`src/rtl/twoerr_pkg.sv`:
```
package twoerr_pkg;

  typedef enum logic [2:0] {
    ST_IDLE,
    ST_PROD,
    ST_CLASS,
    ST_SCAN,
    ST_NUM,
    ST_MAG,
    ST_FIN
  } dec_state_t;

  typedef enum logic [1:0] {
    CNT_NONE = 2'd0,
    CNT_ONE  = 2'd1,
    CNT_TWO  = 2'd2
  } err_cnt_t;

endpackage

```
`src/rtl/gf_gmul.sv`:
```
module gf_gmul #(
  parameter int              W    = 10,
  parameter logic [W-1:0]    POLY = 10'h009
) (
  input  logic [W-1:0] a,
  input  logic [W-1:0] b,
  output logic [W-1:0] p
);
  // Horner-style shift-and-add product, reduced by POLY each step
  always_comb begin
    logic [W-1:0] acc;
    acc = '0;
    for (int i = W - 1; i >= 0; i--) begin
      acc = {acc[W-2:0], 1'b0} ^ (acc[W-1] ? POLY : '0);
      if (b[i]) acc = acc ^ a;
    end
    p = acc;
  end
endmodule

```
`src/rtl/gf_cmul.sv`:
```
module gf_cmul #(
  parameter int           W     = 10,
  parameter logic [W-1:0] POLY  = 10'h009,
  parameter int           SHIFT = 1
) (
  input  logic [W-1:0] a,
  output logic [W-1:0] p
);
  // Multiply by alpha^SHIFT as a chain of single-bit shifts
  logic [W-1:0] stage [SHIFT+1];
  assign stage[0] = a;
  for (genvar g = 0; g < SHIFT; g++) begin : g_step
    assign stage[g+1] = {stage[g][W-2:0], 1'b0} ^ (stage[g][W-1] ? POLY : '0);
  end
  assign p = stage[SHIFT];
endmodule

```
`src/rtl/gf_sqr.sv`:
```
module gf_sqr #(
  parameter int           W    = 10,
  parameter logic [W-1:0] POLY = 10'h009
) (
  input  logic [W-1:0] a,
  output logic [W-1:0] p
);
  // Squaring is linear: sum of alpha^(2i) over set bits
  always_comb begin
    logic [W-1:0] term;
    logic [W-1:0] acc;
    term = {{(W-1){1'b0}}, 1'b1};
    acc  = '0;
    for (int i = 0; i < W; i++) begin
      if (a[i]) acc = acc ^ term;
      term = {term[W-2:0], 1'b0} ^ (term[W-1] ? POLY : '0);
      term = {term[W-2:0], 1'b0} ^ (term[W-1] ? POLY : '0);
    end
    p = acc;
  end
endmodule

```
`src/rtl/twoerr_locator.sv`:
```
module twoerr_locator
  import twoerr_pkg::*;
#(
  parameter int               SYM_W = 10,
  parameter logic [SYM_W-1:0] POLY  = 10'h009,
  parameter int               NPOS  = 516,
  parameter int               POS_W = $clog2(NPOS)
) (
  input  logic             clk,
  input  logic             rst,
  input  logic             start,
  input  logic [SYM_W-1:0] syn0,
  input  logic [SYM_W-1:0] syn1,
  input  logic [SYM_W-1:0] syn2,
  input  logic [SYM_W-1:0] syn3,
  output logic             busy,
  output logic             done,
  output logic             irq,
  output logic [1:0]       err_cnt,
  output logic             eed,
  output logic [POS_W-1:0] loc1,
  output logic [POS_W-1:0] loc2,
  output logic [SYM_W-1:0] mag1,
  output logic [SYM_W-1:0] mag2
);

  localparam logic [POS_W-1:0] K_LAST   = POS_W'(NPOS - 1);
  localparam logic [SYM_W-1:0] M_LAST   = SYM_W'((1 << SYM_W) - 2);
  localparam logic [SYM_W-1:0] SYM_ONE  = SYM_W'(1);
  localparam int               NPROD    = 4;

  dec_state_t       st;
  logic [SYM_W-1:0] s_q   [4];
  logic [SYM_W-1:0] p_q   [NPROD];
  logic [1:0]       pidx;
  logic             dbl_q;
  logic             one_root_q;
  logic [SYM_W-1:0] run_q, t2_q, c_q, xk_q, x1_q, x2_q, n_q;
  logic [POS_W-1:0] k_q, l1_q, l2_q;
  logic [SYM_W-1:0] m_q, e1_q, e2_q;
  logic [1:0]       cnt_q;
  logic             eed_q;

  // ---------------- arithmetic datapath ----------------
  logic [SYM_W-1:0] mul_a, mul_b, mul_p;
  logic [SYM_W-1:0] sq_v [2];
  logic [SYM_W-1:0] run_nx, t2_nx, xk_nx;
  logic [SYM_W-1:0] coef_a, coef_b, coef_c;
  logic [SYM_W-1:0] poly_val, num_v;
  logic             syn_zero, poly_zero, k_end;

  // single shared general multiplier
  always_comb begin
    if (st == ST_NUM) begin
      mul_a = s_q[0];
      mul_b = x2_q;
    end else begin
      unique case (pidx)
        2'd0:    begin mul_a = s_q[0]; mul_b = s_q[2]; end
        2'd1:    begin mul_a = s_q[1]; mul_b = s_q[3]; end
        2'd2:    begin mul_a = s_q[0]; mul_b = s_q[3]; end
        default: begin mul_a = s_q[1]; mul_b = s_q[2]; end
      endcase
    end
  end

  gf_gmul #(.W(SYM_W), .POLY(POLY)) u_gmul (.a(mul_a), .b(mul_b), .p(mul_p));

  for (genvar g = 0; g < 2; g++) begin : g_sq
    gf_sqr #(.W(SYM_W), .POLY(POLY)) u_sq (.a(s_q[g+1]), .p(sq_v[g]));
  end

  gf_cmul #(.W(SYM_W), .POLY(POLY), .SHIFT(1)) u_step_run (.a(run_q), .p(run_nx));
  gf_cmul #(.W(SYM_W), .POLY(POLY), .SHIFT(2)) u_step_t2  (.a(t2_q),  .p(t2_nx));
  gf_cmul #(.W(SYM_W), .POLY(POLY), .SHIFT(1)) u_step_x   (.a(xk_q),  .p(xk_nx));

  // quadratic coefficients A, B, C from the stored products
  assign coef_a    = p_q[0] ^ sq_v[0];
  assign coef_b    = p_q[2] ^ p_q[3];
  assign coef_c    = p_q[1] ^ sq_v[1];
  assign poly_val  = t2_q ^ run_q ^ c_q;
  assign poly_zero = (poly_val == '0);
  assign k_end     = (k_q == K_LAST);
  assign num_v     = mul_p ^ s_q[1];
  assign syn_zero  = ~|{syn0, syn1, syn2, syn3};

  // ---------------- control ----------------
  always_ff @(posedge clk) begin
    if (rst) begin
      st         <= ST_IDLE;
      busy       <= 1'b0;
      done       <= 1'b0;
      irq        <= 1'b0;
      err_cnt    <= CNT_NONE;
      eed        <= 1'b0;
      loc1       <= '0;
      loc2       <= '0;
      mag1       <= '0;
      mag2       <= '0;
      pidx       <= '0;
      dbl_q      <= 1'b0;
      one_root_q <= 1'b0;
      run_q      <= '0;
      t2_q       <= '0;
      c_q        <= '0;
      xk_q       <= '0;
      x1_q       <= '0;
      x2_q       <= '0;
      n_q        <= '0;
      k_q        <= '0;
      m_q        <= '0;
      l1_q       <= '0;
      l2_q       <= '0;
      e1_q       <= '0;
      e2_q       <= '0;
      cnt_q      <= CNT_NONE;
      eed_q      <= 1'b0;
      for (int i = 0; i < 4; i++) s_q[i] <= '0;
      for (int i = 0; i < NPROD; i++) p_q[i] <= '0;
    end else begin
      done <= 1'b0;
      irq  <= 1'b0;
      unique case (st)
        ST_IDLE: begin
          if (start) begin
            s_q[0]  <= syn0;
            s_q[1]  <= syn1;
            s_q[2]  <= syn2;
            s_q[3]  <= syn3;
            err_cnt <= CNT_NONE;
            eed     <= 1'b0;
            loc1    <= '0;
            loc2    <= '0;
            mag1    <= '0;
            mag2    <= '0;
            if (syn_zero) begin
              done <= 1'b1;
            end else begin
              busy <= 1'b1;
              pidx <= '0;
              st   <= ST_PROD;
            end
          end
        end

        ST_PROD: begin
          p_q[pidx] <= mul_p;
          pidx      <= pidx + 2'd1;
          if (pidx == 2'd3) st <= ST_CLASS;
        end

        ST_CLASS: begin
          k_q        <= '0;
          xk_q       <= SYM_ONE;
          one_root_q <= 1'b0;
          if (coef_a == '0 && coef_c == '0 && s_q[0] != '0) begin
            dbl_q <= 1'b0;
            run_q <= s_q[0];
            st    <= ST_SCAN;
          end else if (coef_a != '0) begin
            dbl_q <= 1'b1;
            t2_q  <= coef_a;
            run_q <= coef_b;
            c_q   <= coef_c;
            st    <= ST_SCAN;
          end else begin
            cnt_q <= CNT_NONE;
            eed_q <= 1'b1;
            st    <= ST_FIN;
          end
        end

        ST_SCAN: begin
          if (!dbl_q) begin
            if (run_q == s_q[1]) begin
              l1_q  <= k_q;
              e1_q  <= s_q[0];
              cnt_q <= CNT_ONE;
              eed_q <= 1'b0;
              st    <= ST_FIN;
            end else if (k_end) begin
              cnt_q <= CNT_NONE;
              eed_q <= 1'b1;
              st    <= ST_FIN;
            end else begin
              run_q <= run_nx;
              k_q   <= k_q + 1'b1;
            end
          end else begin
            if (poly_zero && one_root_q) begin
              l2_q <= k_q;
              x2_q <= xk_q;
              st   <= ST_NUM;
            end else begin
              if (poly_zero) begin
                l1_q       <= k_q;
                x1_q       <= xk_q;
                one_root_q <= 1'b1;
              end
              if (k_end) begin
                cnt_q <= CNT_NONE;
                eed_q <= 1'b1;
                st    <= ST_FIN;
              end else begin
                t2_q  <= t2_nx;
                run_q <= run_nx;
                xk_q  <= xk_nx;
                k_q   <= k_q + 1'b1;
              end
            end
          end
        end

        ST_NUM: begin
          // E1*(X1+X2) must equal S0*X2 + S1
          n_q   <= num_v;
          run_q <= x1_q ^ x2_q;
          xk_q  <= SYM_ONE;
          m_q   <= '0;
          if (num_v == '0) begin
            cnt_q <= CNT_NONE;
            eed_q <= 1'b1;
            st    <= ST_FIN;
          end else begin
            st <= ST_MAG;
          end
        end

        ST_MAG: begin
          if (run_q == n_q) begin
            if ((s_q[0] ^ xk_q) == '0) begin
              cnt_q <= CNT_NONE;
              eed_q <= 1'b1;
            end else begin
              e1_q  <= xk_q;
              e2_q  <= s_q[0] ^ xk_q;
              cnt_q <= CNT_TWO;
              eed_q <= 1'b0;
            end
            st <= ST_FIN;
          end else if (m_q == M_LAST) begin
            cnt_q <= CNT_NONE;
            eed_q <= 1'b1;
            st    <= ST_FIN;
          end else begin
            run_q <= run_nx;
            xk_q  <= xk_nx;
            m_q   <= m_q + 1'b1;
          end
        end

        ST_FIN: begin
          busy    <= 1'b0;
          done    <= 1'b1;
          irq     <= 1'b1;
          err_cnt <= cnt_q;
          eed     <= eed_q;
          if (!eed_q) begin
            loc1 <= l1_q;
            mag1 <= e1_q;
            loc2 <= (cnt_q == CNT_TWO) ? l2_q : '0;
            mag2 <= (cnt_q == CNT_TWO) ? e2_q : '0;
          end
          st <= ST_IDLE;
        end

        default: st <= ST_IDLE;
      endcase
    end
  end

endmodule

```
`config.mk`:
```
export PLATFORM = sky130hd
export DESIGN_NAME = twoerr_locator
export DESIGN_NICKNAME = d
export VERILOG_FILES = /design/src/rtl/twoerr_pkg.sv /design/src/rtl/gf_gmul.sv /design/src/rtl/gf_cmul.sv /design/src/rtl/gf_sqr.sv /design/src/rtl/twoerr_locator.sv
export SDC_FILE = /design/constraint.sdc
export NUM_CORES = 1
export LEC_CHECK = 0
export ABC_AREA = 1
export BUFFER_PORTS_ARGS = -buffer_cell sky130_fd_sc_hd__buf_2
export CELL_PAD_IN_SITES_DETAIL_PLACEMENT = 1
export CELL_PAD_IN_SITES_GLOBAL_PLACEMENT = 1
export CORE_MARGIN = 8
export CORE_UTILIZATION = 45
export CTS_CLUSTER_DIAMETER = 100
export CTS_CLUSTER_SIZE = 14
export DETAILED_ROUTE_END_ITERATION = 16
export GPL_TIMING_DRIVEN = 1
export PLACE_DENSITY = 0.79
export SETUP_SLACK_MARGIN = 0.02
export SLEW_MARGIN = 20
export SYNTH_ARGS = -nofsm -noshare
export SYNTH_HDL_FRONTEND = slang
export SYNTH_SLANG_ARGS = --single-unit
```
`constraint.sdc`:
```
create_clock -name clk -period 3.6 [get_ports clk]
set_clock_uncertainty 0.05 [all_clocks]
set_input_delay 0.36 -clock clk [delete_from_list [all_inputs] [get_ports clk]]
set_output_delay 0.36 -clock clk [all_outputs]
set_load 0.01 [all_outputs]
```
==> flow_metrics.tcl, run 1 <==
set metrics [dict create \
    fillerInstances 4036 \
    tns_ns -0.464 \
    holdPathEnd "s_q[1][0]" \
    fin_nets 2260 \
    setup_viol 5 \
    cpMostUsedCell "nand2_2" \
    final_max_slew_viol_count 0 \
    violations "setup timing" \
    criticalPathCategory "register to register" \
    synthSimpleGateAreaFrac 0.293 \
    dr_wl_met3_mm 4.09 \
    rsz0062_at_grt "yes" \
    final_common_cell "nand2_1" \
    max-vdd-ir-drop_mv 0.404 \
    hold_buffers 0 \
    synth_flop_cell "dfxtp_1" \
    syn_inst 2030 \
    vias 15083 \
    top_regs "p_q x40, s_q x40" \
    max_stage_delay_ns 0.36 \
    min_path_cells 3 \
    die_w_microns 197 \
    r2r_slack_ns -0.12 \
    via_per_inst 5.66 \
    required_ns 3.94 \
    drive_above_1_share 0.234 \
    arrival_ns 4.06 \
    start_kind "register" \
    worst_slew_pin_slew_ns 0.751 \
    synth_area_per_cell_sq_um 7.23 \
    grt_max_degree 41 \
    ys_ff_latch 266 \
    num_io_pins 89 \
    syn_to_final_growth_pct 24.1 \
    cts_sinks 266 \
    synth_fa_ha_area_frac 0.00512 \
    layout.cells.non_filler 2663 \
    seq_area_sq_mm 0.00613 \
    ys_seq_area_frac 0.417 \
    critPathMaxFanout 7 \
    dp_hpwl_mm 41.6 \
    antenna_cells 0 \
    netlist_area_sq_mm 0.0147 \
    die_height_microns 197 \
    grt_pass1_vias 15095 \
    grt_overflow 0 \
    die_area_sq_mm 0.0386 \
    synth_edf_count 80 \
    wl_met1_mm 22.6 \
    dpl.cell_count 2581 \
    synth_top_family_by_area "simple AND/OR/NAND/NOR gates" \
    min_period_over_period 1.03 \
    ys_async_sr_fraction 0 \
    worstSkewPairLatency_ns 0.54 \
    r2r_end "st[0]" \
    crit_family "simple AND/OR/NAND/NOR gates" \
    synth_compound_area_frac 0.125 \
    fin_total_pwr_uw 16300 \
    worstHoldPathType "input port to register" \
    core_sq_mm 0.0323 \
    status "finished, violations left" \
    fmax_mhz 269 \
    gr-usage-all-layers 0.274 \
    cts_buffer_depth 3 \
    p_leak_uw 0.00788 \
    path_clk_slew_ns 0.07 \
    drtIter0Drc 1071 \
    multi_input_area_sq_mm 0.00819 \
    cts-root-buf "clkbuf_16" \
    reg2reg_from "pidx[1]" \
    antenna_left 0 \
    cap_violations 0 \
    wl_per_cell_microns 21.7 \
    htree_num_levels 1 \
    synth_xor_area_frac 0.0662 \
    cts_buffers 23 \
    worstHoldStart "syn1[0]" \
    critical_path_buf_inv_count 6 \
    top_layer "met4" \
    synth_mux_area_frac 0 \
    syn_nets 2079 \
    r2r_cells 31 \
    drc 0 \
    power_density_mw_per_mm2 894 \
    setup_ws_ns -0.115 \
    wl_met2_mm 27.5 \
    pre_cts_ws_ns -0.376 \
    drt_pass1_iterations 7 \
    grt_pass1_wl_mm 84.0 \
    cts_tree "yes" \
    synth_warnings 0 \
    rows 66 \
    slew_headroom 0.499 \
    antenna_found_initial 0 \
    period_minus_slack_ns 3.72 \
    final_cell_mix "nand2_1, nor2_1, inv_1, dfxtp_1, o21ai_0" \
    wirelength_mm 57.8 \
    port_buffers 88 \
    hold_viol 0 \
    initial_utilization 0.454 \
    end_kind "register" \
    place_congestion 0.973 \
    synth_cell_type_count 49 \
    cp_slowest_cell "dfxtp_4" \
    fin_util 0.564 \
]
-- per-stage QoR --
stage / area [sq um] / hold WS [ns]
floorplan: 14700 / 0.372
global placement: 16100 / 0.384
finish: 18200 / 0.0879
detailed placement: 16100 / 0.392
CTS: 16900 / 0.0753
global route: 18200 / 0.0966
-- worst max path at each step --
stage	startpoint	to	slack [ns]	depth (start not counted)
floorplan	pidx[0]	cnt_q[1]	0.54	28
global placement	pidx[0]	st[1]	-0.22	29
detailed placement	pidx[1]	st[1]	-0.38	29
CTS	pidx[1]	st[0]	0.04	27
global route	pidx[1]	st[0]	-0.27	29
finish	pidx[1]	st[0]	-0.12	31
-- cells in the mapped netlist, drive strengths merged, types with 7 or more instances --
master  number  area share
o211ai      12      0.0061
nor2       282       0.076
nor3        39       0.013
nand2      481        0.13
a21oi       99       0.034
o21ai      148       0.052
a211oi      29       0.015
nand4       15      0.0064
edfxtp      80        0.16
dfxtp      186        0.25
clkbuf      61       0.016
xor2        51       0.030
nor3b        7      0.0036
buf         23       0.013
nor4        17      0.0072
nand3b      12      0.0061
nand3      136       0.050
a31oi       21      0.0090
xnor2       59       0.036
inv        242       0.062
-- report_power, final --
part | switching (uW) | total, uW | internal (uW)
Combinational | 6340 | 9970 | 3640
Clock | 1130 | 2310 | 1180
Sequential | 436 | 3980 | 3540
Total | 7900 | 16300 | 8360
-- area by class of cell --
class	instances	area share
repair buffers	237	0.0955
well taps	442	0.0304
clock buffers	32	0.0335
multi-input cells	1435	0.450
flip-flops and latches	266	0.337
inverters	248	0.0527
clock inverters	3	0.00144
-- timing repair --
item | in CTS | in global routing
buffers inserted | 9 | 33
resized for setup | 34 | 257
setup endpoints to repair | 5 | 9
cloned | 1 | 4
pin swaps | 7 | 82
-- logic make-up after synthesis --
group / after synthesis
buffers and inverters: 332
DFF: 266
and+or+nand+nor: 990
AOI/OAI and AO/OA: 326
adders and majority gates: 6
xor gates and xnor gates: 110
-- worst min-delay path, cell delays in order --
cell and delay [ns]:
buf_2 0.07, inv_1 0.04, nor2_1 0.09
-- routing by layer --
metal	vias to the layer above	global-route usage
met3	213	0.0467
met2	632	0.469
met4	0	0.143
li1	6937	-
met5	-	0
met1	7301	0.327
(Power assumes the default switching activity.)
==> inputs of run 2 (changes only) <==
--- a/config.mk
+++ b/config.mk
@@ -20,4 +20,5 @@
 export SLEW_MARGIN = 20
 export SYNTH_ARGS = -nofsm -noshare
 export SYNTH_HDL_FRONTEND = slang
+export SYNTH_HIERARCHICAL = 1
 export SYNTH_SLANG_ARGS = --single-unit
==> run 2 against run 1 <==
  * Highest routed layer unchanged
  * The run still ends with setup timing left
  * Cell count is 4.9% higher
  * Clock power up 3%
  * Synthesized area is 4.9% higher
==> flow_metrics.tcl, run 2 <==
set metrics [dict create \
    tns_ns -2.10 \
    cts_sinks 266 \
    rows 67 \
    synth_cell_type_count 50 \
    final_max_slew_viol_count 0 \
    top_regs "p_q x40, s_q x40" \
    syn_nets 2219 \
    violations "setup timing" \
    antenna_found_initial 0 \
    via_per_inst 5.40 \
    yosys.area.top_type "dfxtp_1" \
    criticalPathCategory "register to register" \
    gr-usage-all-layers 0.256 \
    power_density_mw_per_mm2 1000 \
    slew_headroom 0.315 \
    cts_buffer_depth 3 \
    synth_warnings 6 \
    grt_max_degree 51 \
    drtIter0Drc 1150 \
    synth_top_area_frac 0.242 \
    synth_commonest_cells "nand2_1, inv_1, nor2_1, dfxtp_1, o21ai_0" \
    critPathMaxFanout 7 \
    core_sq_mm 0.0336 \
    netlist_area_sq_mm 0.0154 \
    synth.most_common_cell "nand2_1" \
    antenna_cells 0 \
    cts_buffers 23 \
    cts_tree "yes" \
    ys_ff_latch 266 \
    drc 0 \
    synth_flop_cell "dfxtp_1" \
    worstHoldPathType "input port to register" \
    ys_async_sr_fraction 0 \
    hold_buffers 0 \
    wirelength_mm 56.2 \
    worst_slew_pin_slew_ns 1.02 \
    synth_area_per_cell_sq_um 7.09 \
    max_stage_delay_ns 0.33 \
    ys_seq_area_frac 0.398 \
    setup_ws_ns -0.501 \
    fin_total_pwr_uw 18500 \
    syn_to_final_growth_pct 20.0 \
    arrival_ns 4.49 \
    worstSkewPairLatency_ns 0.55 \
    final_cell_mix "nand2_1, inv_1, nor2_1, dfxtp_1, buf_4" \
    cpMostUsedCell "nand2_1" \
    wl_per_cell_microns 20.1 \
    min_period_over_period 1.14 \
    fillerInstances 4284 \
    rsz0062_at_grt "yes" \
    cp_slowest_cell "dfxtp_2" \
    die_height_microns 201 \
    p_leak_uw 0.00804 \
    grt_pass1_vias 15221 \
    period_minus_slack_ns 4.10 \
    final_common_cell "nand2_1" \
    dp_hpwl_mm 40.1 \
    grt_pass1_wl_mm 83.7 \
    place_congestion 0.921 \
    start_kind "register" \
    end_kind "register" \
    cts-root-buf "clkbuf_16" \
    hold_viol 0 \
    path_clk_slew_ns 0.07 \
    required_ns 3.99 \
    fin_nets 2386 \
    die_area_sq_mm 0.0404 \
    vias 15076 \
    fmax_mhz 244 \
    num_io_pins 89 \
    drt_pass1_iterations 6 \
    drive_above_1_share 0.202 \
    cap_violations 0 \
    fin_area_sq_mm 0.0185 \
    max-vdd-ir-drop_mv 0.594 \
    status "finished, violations left" \
    initial_utilization 0.458 \
    htree_num_levels 1 \
    placed_area_sq_mm 0.0167 \
    port_buffers 88 \
    setup_viol 5 \
    synth_edf_count 80 \
    die_w_microns 201 \
    syn_inst 2170 \
    antenna_left 0 \
    grt_overflow 0 \
    synthTopCellsByArea "dfxtp_1, edfxtp_1, nand2_1" \
]
==> run 2: final timing paths <==
path	from	endpoint	slack [ns]	cells past startpoint
worst max-delay path	st[1]	cnt_q[1]	-0.50	31
worst min-delay path	syn1[0]	s_q[1][0]	0.09	3
worst max register to register	st[1]	cnt_q[1]	-0.50	31
worst min register to register	l2_q[1]	l2_q[1]	0.41	2
==> run 2: worst max-delay path, delay by kind of cell (launching register included) <==
kind            cells  cell delay [ns]
compound gates      1             0.15
simple gates       22             2.40
flops               1             0.33
buf+inv             6             0.66
xor+xnor            2             0.41
==> run 2: area by class of cell <==
type                    instances  area [sq um]  share of cell area
clock buffers                  31           616              0.0333
well taps                     448           561              0.0303
clock inverters                 2          36.3             0.00196
repair buffers                271          1980               0.107
flip-flops and latches        266          6130               0.332
inverters                     291          1100              0.0595
multi-input cells            1484          8040               0.436
==> run 2: cell families after synthesis <==
family | after synthesis | synth area share
xor gates and xnor gates | 166 | 0.0955
DFF | 266 | 0.398
and+or+nand+nor | 1031 | 0.286
buffers and inverters | 420 | 0.119
AOI/OAI and AO/OA | 281 | 0.0960
adders and majority gates | 6 | 0.00488
==> run 2: where the power goes <==
part | internal [uW] | total (uW) | switching (uW)
Clock | 1200 | 2370 | 1170
Combinational | 5070 | 12300 | 7210
Sequential | 3490 | 3840 | 347
==> run 2: routing by layer <==
| layer | GRT usage | share of wire |
|---|---|---|
| met1 | 0.322 | 0.41 |
| met2 | 0.448 | 0.49 |
| met5 | 0 | 0 |
| met4 | 0.0880 | 0.045 |
| met3 | 0.0282 | 0.058 |
==> run 2: what timing repair did <==
item / in CTS / in global routing
endpoints found under the hold margin: 0 / 0
setup endpoints to repair: 5 / 5
setup buffers: 15 / 17
pin swaps: 14 / 70
gates resized for setup: 57 / 119
gates cloned: 3 / 5
==> run 2: metrics by stage <==
step,cells,hold slack (ns),utilization,worst slack (ns)
2_1_floorplan,2170,0.373,-,0.0543
3_3_place_gp,2720,0.389,0.498,-0.355
6_report,2793,0.0874,0.549,-0.501
4_1_cts,2771,0.0762,0.530,-0.224
3_5_place_dp,2720,0.398,0.498,-0.547
5_1_grt,2793,0.0925,0.549,-0.673
